==> src/rtl/adc_flag_pkg.sv <==
package adc_flag_pkg;
  localparam int ADDR_W   = 4;
  localparam int RES_BASE = 8;

  typedef logic [ADDR_W-1:0] addr_t;

  localparam addr_t A_CTRL    = 4'h0;
  localparam addr_t A_RESTART = 4'h1;
  localparam addr_t A_MASK    = 4'h2;
  localparam addr_t A_SEQSTAT = 4'h3;
  localparam addr_t A_CCFSTAT = 4'h4;

  typedef struct packed {
    logic stop_wait;
    logic fast_clr;
    logic pwr_en;
  } ctrl_t;
endpackage

==> src/rtl/adc_power_ctrl.sv <==
module adc_power_ctrl #(
  parameter int REC_CYC = 16
) (
  input  logic clk,
  input  logic rst_n,
  input  logic pwr_en,
  input  logic stop_wait,
  input  logic mcu_wait,
  output logic pwr_on,
  output logic ready
);
  localparam int CW = (REC_CYC < 1) ? 1 : $clog2(REC_CYC + 1);
  localparam logic [CW-1:0] LIMIT = CW'(REC_CYC);

  logic [CW-1:0] cnt_q, cnt_d;
  logic          cnt_en;

  // powered unless disabled or halted by wait
  assign pwr_on = pwr_en & ~(stop_wait & mcu_wait);
  assign ready  = pwr_on & (cnt_q == LIMIT);
  assign cnt_en = ~pwr_on | (cnt_q != LIMIT);

  always_comb begin
    if (!pwr_on) cnt_d = '0;
    else         cnt_d = cnt_q + 1'b1;
  end

  always_ff @(posedge clk or negedge rst_n) begin
    if (!rst_n)      cnt_q <= '0;
    else if (cnt_en) cnt_q <= cnt_d;
  end
endmodule

==> src/rtl/adc_seq_tracker.sv <==
module adc_seq_tracker #(
  parameter int N_CH = 8
) (
  input  logic                    clk,
  input  logic                    rst_n,
  input  logic                    start,
  input  logic [N_CH-1:0]         start_mask,
  input  logic                    pwr_on,
  input  logic                    ready,
  input  logic                    fast_clr,
  input  logic                    any_res_rd,
  input  logic                    eng_done,
  input  logic [$clog2(N_CH)-1:0] eng_chan,
  output logic                    active,
  output logic                    conv_go,
  output logic [N_CH-1:0]         ch_set,
  output logic                    scf
);
  logic [N_CH-1:0] pend_q, pend_d, chan_oh, pend_left;
  logic            accept, scf_set, scf_clr, scf_d;

  assign active    = |pend_q;
  assign conv_go   = active & ready;
  assign chan_oh   = N_CH'(1) << eng_chan;
  assign accept    = eng_done & conv_go & |(pend_q & chan_oh);
  assign ch_set    = accept ? chan_oh : '0;
  assign pend_left = pend_q & ~chan_oh;
  assign scf_set   = accept & ~start & (pend_left == '0);
  assign scf_clr   = start | (fast_clr & any_res_rd);

  always_comb begin
    if (!pwr_on)     pend_d = '0;
    else if (start)  pend_d = start_mask;
    else if (accept) pend_d = pend_left;
    else             pend_d = pend_q;
  end

  always_comb begin
    if (scf_set)      scf_d = 1'b1;
    else if (scf_clr) scf_d = 1'b0;
    else              scf_d = scf;
  end

  always_ff @(posedge clk or negedge rst_n) begin
    if (!rst_n) begin
      pend_q <= '0;
      scf    <= 1'b0;
    end else begin
      pend_q <= pend_d;
      scf    <= scf_d;
    end
  end
endmodule

==> src/rtl/adc_flag_bank.sv <==
module adc_flag_bank #(
  parameter int N_CH = 8
) (
  input  logic            clk,
  input  logic            rst_n,
  input  logic            fast_clr,
  input  logic            stat_rd,
  input  logic            start,
  input  logic [N_CH-1:0] res_rd,
  input  logic [N_CH-1:0] ch_set,
  output logic [N_CH-1:0] ccf
);
  for (genvar i = 0; i < N_CH; i++) begin : g_ch
    logic seen_q, seen_d, ccf_d, clr;

    assign clr = res_rd[i] & ccf[i] & (fast_clr | seen_q);

    always_comb begin
      if (ch_set[i])      ccf_d = 1'b1;
      else if (clr)       ccf_d = 1'b0;
      else                ccf_d = ccf[i];
    end

    always_comb begin
      if (ch_set[i] | clr | start) seen_d = 1'b0;
      else if (stat_rd & ccf[i])   seen_d = 1'b1;
      else                         seen_d = seen_q;
    end

    always_ff @(posedge clk or negedge rst_n) begin
      if (!rst_n) begin
        ccf[i] <= 1'b0;
        seen_q <= 1'b0;
      end else begin
        ccf[i] <= ccf_d;
        seen_q <= seen_d;
      end
    end
  end
endmodule

==> src/rtl/adc_flag_ctrl.sv <==
module adc_flag_ctrl
  import adc_flag_pkg::*;
#(
  parameter int N_CH    = 8,
  parameter int DATA_W  = 8,
  parameter int REC_CYC = 16
) (
  input  logic                    clk,
  input  logic                    rst_n,
  input  logic [ADDR_W-1:0]       addr,
  input  logic                    rd_en,
  input  logic                    wr_en,
  input  logic [DATA_W-1:0]       wdata,
  output logic [DATA_W-1:0]       rdata,
  input  logic                    eng_done,
  input  logic [$clog2(N_CH)-1:0] eng_chan,
  input  logic [DATA_W-1:0]       eng_data,
  input  logic                    mcu_wait,
  output logic [N_CH-1:0]         ccf,
  output logic                    scf,
  output logic                    conv_go,
  output logic                    pwr_on
);
  localparam int CTRL_W = $bits(ctrl_t);

  ctrl_t           ctrl_q;
  logic [N_CH-1:0] mask_q, start_mask, res_rd, ch_set;
  logic            ctrl_we, mask_we, start, stat_rd, ready, active;
  logic            fast_clr_q, stop_wait_q;
  logic [DATA_W-1:0] res_q [N_CH];

  assign ctrl_we     = wr_en & (addr == A_CTRL);
  assign mask_we     = wr_en & (addr == A_MASK);
  assign start       = mask_we | (wr_en & (addr == A_RESTART));
  assign start_mask  = mask_we ? wdata[N_CH-1:0] : mask_q;
  assign stat_rd     = rd_en & (addr == A_CCFSTAT);
  assign fast_clr_q  = ctrl_q.fast_clr;
  assign stop_wait_q = ctrl_q.stop_wait;

  always_ff @(posedge clk or negedge rst_n) begin
    if (!rst_n)       ctrl_q <= '0;
    else if (ctrl_we) ctrl_q <= wdata[CTRL_W-1:0];
  end

  always_ff @(posedge clk or negedge rst_n) begin
    if (!rst_n)       mask_q <= '0;
    else if (mask_we) mask_q <= wdata[N_CH-1:0];
  end

  for (genvar i = 0; i < N_CH; i++) begin : g_res
    assign res_rd[i] = rd_en & (addr == ADDR_W'(RES_BASE + i));
    always_ff @(posedge clk or negedge rst_n) begin
      if (!rst_n)         res_q[i] <= '0;
      else if (ch_set[i]) res_q[i] <= eng_data;
    end
  end

  adc_power_ctrl #(.REC_CYC(REC_CYC)) u_pwr (
    .clk      (clk),
    .rst_n    (rst_n),
    .pwr_en   (ctrl_q.pwr_en),
    .stop_wait(ctrl_q.stop_wait),
    .mcu_wait (mcu_wait),
    .pwr_on   (pwr_on),
    .ready    (ready)
  );

  adc_seq_tracker #(.N_CH(N_CH)) u_seq (
    .clk       (clk),
    .rst_n     (rst_n),
    .start     (start),
    .start_mask(start_mask),
    .pwr_on    (pwr_on),
    .ready     (ready),
    .fast_clr  (ctrl_q.fast_clr),
    .any_res_rd(|res_rd),
    .eng_done  (eng_done),
    .eng_chan  (eng_chan),
    .active    (active),
    .conv_go   (conv_go),
    .ch_set    (ch_set),
    .scf       (scf)
  );

  adc_flag_bank #(.N_CH(N_CH)) u_flags (
    .clk     (clk),
    .rst_n   (rst_n),
    .fast_clr(ctrl_q.fast_clr),
    .stat_rd (stat_rd),
    .start   (start),
    .res_rd  (res_rd),
    .ch_set  (ch_set),
    .ccf     (ccf)
  );

  always_comb begin
    rdata = '0;
    if (rd_en) begin
      case (addr)
        A_CTRL:    rdata = DATA_W'(ctrl_q);
        A_MASK:    rdata = DATA_W'(mask_q);
        A_SEQSTAT: rdata = DATA_W'({scf, active}) << (DATA_W - 2);
        A_CCFSTAT: rdata = DATA_W'(ccf);
        default: begin
          for (int k = 0; k < N_CH; k++)
            if (res_rd[k]) rdata = res_q[k];
        end
      endcase
    end
  end
endmodule

==> config.mk <==
export PLATFORM = sky130hd
export DESIGN_NAME = adc_flag_ctrl
export DESIGN_NICKNAME = d
export VERILOG_FILES = /design/src/rtl/adc_flag_pkg.sv /design/src/rtl/adc_power_ctrl.sv /design/src/rtl/adc_seq_tracker.sv /design/src/rtl/adc_flag_bank.sv /design/src/rtl/adc_flag_ctrl.sv
export SDC_FILE = /design/constraint.sdc
export NUM_CORES = 1
export LEC_CHECK = 0
export ABC_CLOCK_PERIOD_IN_PS = 3200
export BUFFER_PORTS_ARGS = -buffer_cell sky130_fd_sc_hd__buf_4
export CAP_MARGIN = 25
export CORE_MARGIN = 4
export CORE_UTILIZATION = 40
export CTS_BUF_LIST = sky130_fd_sc_hd__clkbuf_4
export CTS_CLUSTER_DIAMETER = 40
export DETAILED_ROUTE_END_ITERATION = 10
export SLEW_MARGIN = 10
export SYNTH_ARGS = -nofsm -noshare
export SYNTH_HDL_FRONTEND = slang
export SYNTH_SLANG_ARGS = --single-unit
==> constraint.sdc <==
create_clock -name clk -period 3.2 [get_ports clk]
set_clock_uncertainty 0.15 [all_clocks]
set_input_delay 0.64 -clock clk [delete_from_list [all_inputs] [get_ports clk]]
set_output_delay 0.64 -clock clk [all_outputs]
set_load 0.01 [all_outputs]
==> results.py <==
metrics = {
    "yosys": {
        "synth_edf_count": 0,
        "synth-seq-cells": 105,
        "synth_flop_cell": "dfrtp_1",
        "seq_area_frac_synth_pct": 47.3,
        "synth_cells": 495,
        "syn-cell-area_um2": 5550,
        "yosysUniqueCellTypes": 61,
        "yosys_warnings": 0,
        "syn_nets": 526,
        "syn_area_per_cell_um2": 11.2,
        "synthArstFlopShare_pct": 100,
    },
    "drt": {
        "wl_um": 15300,
        "drc": 0,
        "drtPass1Iterations": 5,
        "via_per_inst": 5.86,
        "wire_per_inst_um": 21.0,
        "first_iter_violations": 363,
        "vias": 4263,
        "ant_nets": 0,
    },
    "die": {
        "core-area_um2": 13400,
        "initial_utilization_pct": 41.4,
        "ioPinCount": 48,
        "dieWidth_um": 126,
        "row_count": 42,
        "die_area_um2": 15800,
        "die_y_um": 126,
    },
    "setup_path": {
        "endpoint_kind": "output port",
        "path_cells": "or4_4 > o2111ai_2 > o211ai_1 > a22oi_2 > a31oi_2 > buf_4",
        "critPathTopFamily": "compound AO/OA/AOI/OAI gates",
        "slowest_stage": "or4_4",
        "cp.required_ps": 2410,
        "criticalPathCategory": "reg -> out",
        "path_buf_inv": 1,
        "cp-start-kind": "flip-flop",
        "max_stage_delay_ps": 580,
        "crit_fanout": 3,
        "cp.arrival_ps": 2300,
    },
    "timing": {
        "setup_viol": 0,
        "slew_viol_final": 0,
        "hold_slack_ps": 238,
        "fin_crit_sh_pct": 96.7,
        "fmax_mhz": 323,
        "period_needed_ps": 3090,
        "rsz0062_at_grt": "true",
        "hold_violations": 0,
        "slew_headroom_pct": 55.1,
        "tightest_slew_ps": 674,
    },
    "clock_network": {
        "root_buffer": "clkbuf_4",
        "numCtsBuffers": 9,
        "clk_latency_ps": 480,
        "cts_tree": "done",
        "htreeDepth": 3,
        "cts.clk_slew.worst_paths_ps": 160,
        "numClockSinks": 105,
        "clock_path_buffers": 2,
    },
    "pwr": {
        "power_switching_w": 0.000743,
        "p_clk_share_pct": 28.5,
        "intPower_w": 0.00177,
        "peakVddDrop_v": 0.000179,
        "seqPwrFrac_pct": 57.0,
        "power_w": 0.00251,
        "switching_share_pct": 29.6,
        "p_per_area_nw_per_um2": 397,
        "p_leak_nw": 2.92,
        "combPwrFrac_pct": 14.5,
    },
    "global_route": {
        "grt_first_pass_wirelength_um": 24400,
        "grt-ovfl-total": 0,
        "grt_pass1_vias": 4238,
        "track_usage_pct": 19.7,
        "grt_start_max_net_pins": 55,
        "antenna_found_initial": 0,
    },
    "layout": {
        "n_antenna_cell": 0,
        "fillers": 1259,
        "drive_above_1_share_pct": 33.6,
        "fin_area_um2": 6330,
        "syn2layout_area_growth_pct": 14.1,
        "fin_nets": 577,
    },
    "placed_design": {
        "gp_congestion": 0.885,
        "post_dp_cell_area_um2": 6120,
        "dpl.hpwl_um": 10800,
        "port-buffer-count": 47,
    },
    "hold_path": {
        "hold_path_class": "in -> reg",
    },
    "outcome": {
        "status": "complete, no violations",
    },
    "job": {
        "drv_cap": 0,
    },
}
## final timing paths
kind / start / to / slack (ps) / cells after the start
worst min-delay path: wdata[0] / ctrl_q[0]$_DFFE_PN0P_ / 240 / 2
min in group asynchronous: rst_n / u_flags.ccf[3]$_DFFE_PN0P_ / 550 / 2
worst max-delay path: u_seq.pend_q[5]$_DFFE_PN0P_ / rdata[6] / 110 / 6
worst min register to register: res_q[30]$_DFFE_PN0P_ / res_q[30]$_DFFE_PN0P_ / 370 / 1
max in group asynchronous: rst_n / u_seq.pend_q[0]$_DFFE_PN0P_ / 1610 / 3
worst max register to register: u_seq.pend_q[6]$_DFFE_PN0P_ / res_q[6]$_DFFE_PN0P_ / 600 / 4
## power by group through the flow
| stage | clock, W | combinational (W) | sequential (W) |
|---|---|---|---|
| 2_1_floorplan | 0 | 0.000205 | 0.00143 |
| 3_3_place_gp | 0 | 0.000348 | 0.00146 |
| 3_5_place_dp | 0 | 0.000356 | 0.00146 |
| 4_1_cts | 0.000740 | 0.000362 | 0.00143 |
| 5_1_grt | 0.000787 | 0.000403 | 0.00144 |
| 6_report | 0.000715 | 0.000364 | 0.00143 |
## registers in the layout, indices dropped and copies added (netlist names)
register and cells:
u_pwr.cnt_q 5, u_flags.g_ch.seen_q 8, u_seq.scf 1, ctrl_q 1, u_seq.pend_q 8, res_q 64, fast_clr_q 1, stop_wait_q 1
mask_q 8, u_flags.ccf 8
## synth_stat cells (9+ instances only)
library cell	count	area (µm²)
mux2_4	28	420
o21ai_0	16	80.1
nand2_1	25	93.8
nor2_1	29	109
nor3_1	9	45.0
inv_1	14	52.6
clkbuf_1	16	60.1
a21oi_1	34	170
nand3_1	22	110
mux2_2	48	541
dfrtp_1	105	2630
## stage by stage
stage	worst slack [ps]	cells	setup TNS [ps]	utilization, %
CTS	27.2	726	0	47.1
finish	106	727	0	47.3
detailed placement	117	705	0	45.7
global placement	149	705	0	45.7
floorplan	299	495	0	-
global route	-34.6	727	-34.6	47.3
## cell type report
type,count,area (µm²),area share [%]
clock buffers,9,67.6,1.07
clock inverters,7,75.1,1.19
inverters,14,52.6,0.830
multi-input cells,342,2720,42.9
flip-flops and latches,105,2630,41.5
well taps,176,220,3.48
repair buffers,74,571,9.01
## placed cells by master (no fill, tap or decap), types with 3 or more instances in the layout
cell	n
dfrtp_1	104
buf_4	72
mux2_2	48
a21oi_1	34
nor2_1	29
mux2_4	28
nand2_1	25
nand3_1	22
o21ai_0	16
inv_1	14
nor3_1	9
clkbuf_4	9
mux2i_1	8
a211oi_1	8
o2bb2ai_1	8
o211ai_1	7
o22ai_1	7
a21o_1	7
nor2b_1	6
o221ai_1	5
a22oi_1	5
a31oi_1	5
and2_1	4
nand2b_1	4
o2111ai_1	4
mux4_2	3
a221oi_1	3
and3_1	3
## what timing repair did
action | in CTS | in global routing
hold buffers | 1 | 0
pin swaps | 0 | 2
gates resized for setup | 2 | 5
setup buffers | 4 | 1
hold endpoints to repair | 3 | 0
setup endpoints to repair | 1 | 2
## cells by family after synthesis
group / count (synthesis) / synth area share, %
compound gates: 127 / 15.6
simple gates: 122 / 11.9
flops: 105 / 47.3
mux: 87 / 20.0
buf+inv: 48 / 4.10
xor+xnor: 4 / 0.631
fa+ha+maj: 2 / 0.451
## per-layer routing
layer  vias to the layer above  part of all wire [%]  GRT usage [%]
met5                         -                     0              0
met4                         0                   2.7           6.31
met3                        30                   6.2           4.53
met2                       156                    46           30.4
met1                      2128                    45           27.7
li1                       1949                     -              -
No activity file was read; power rests on OpenSTA's default activity.
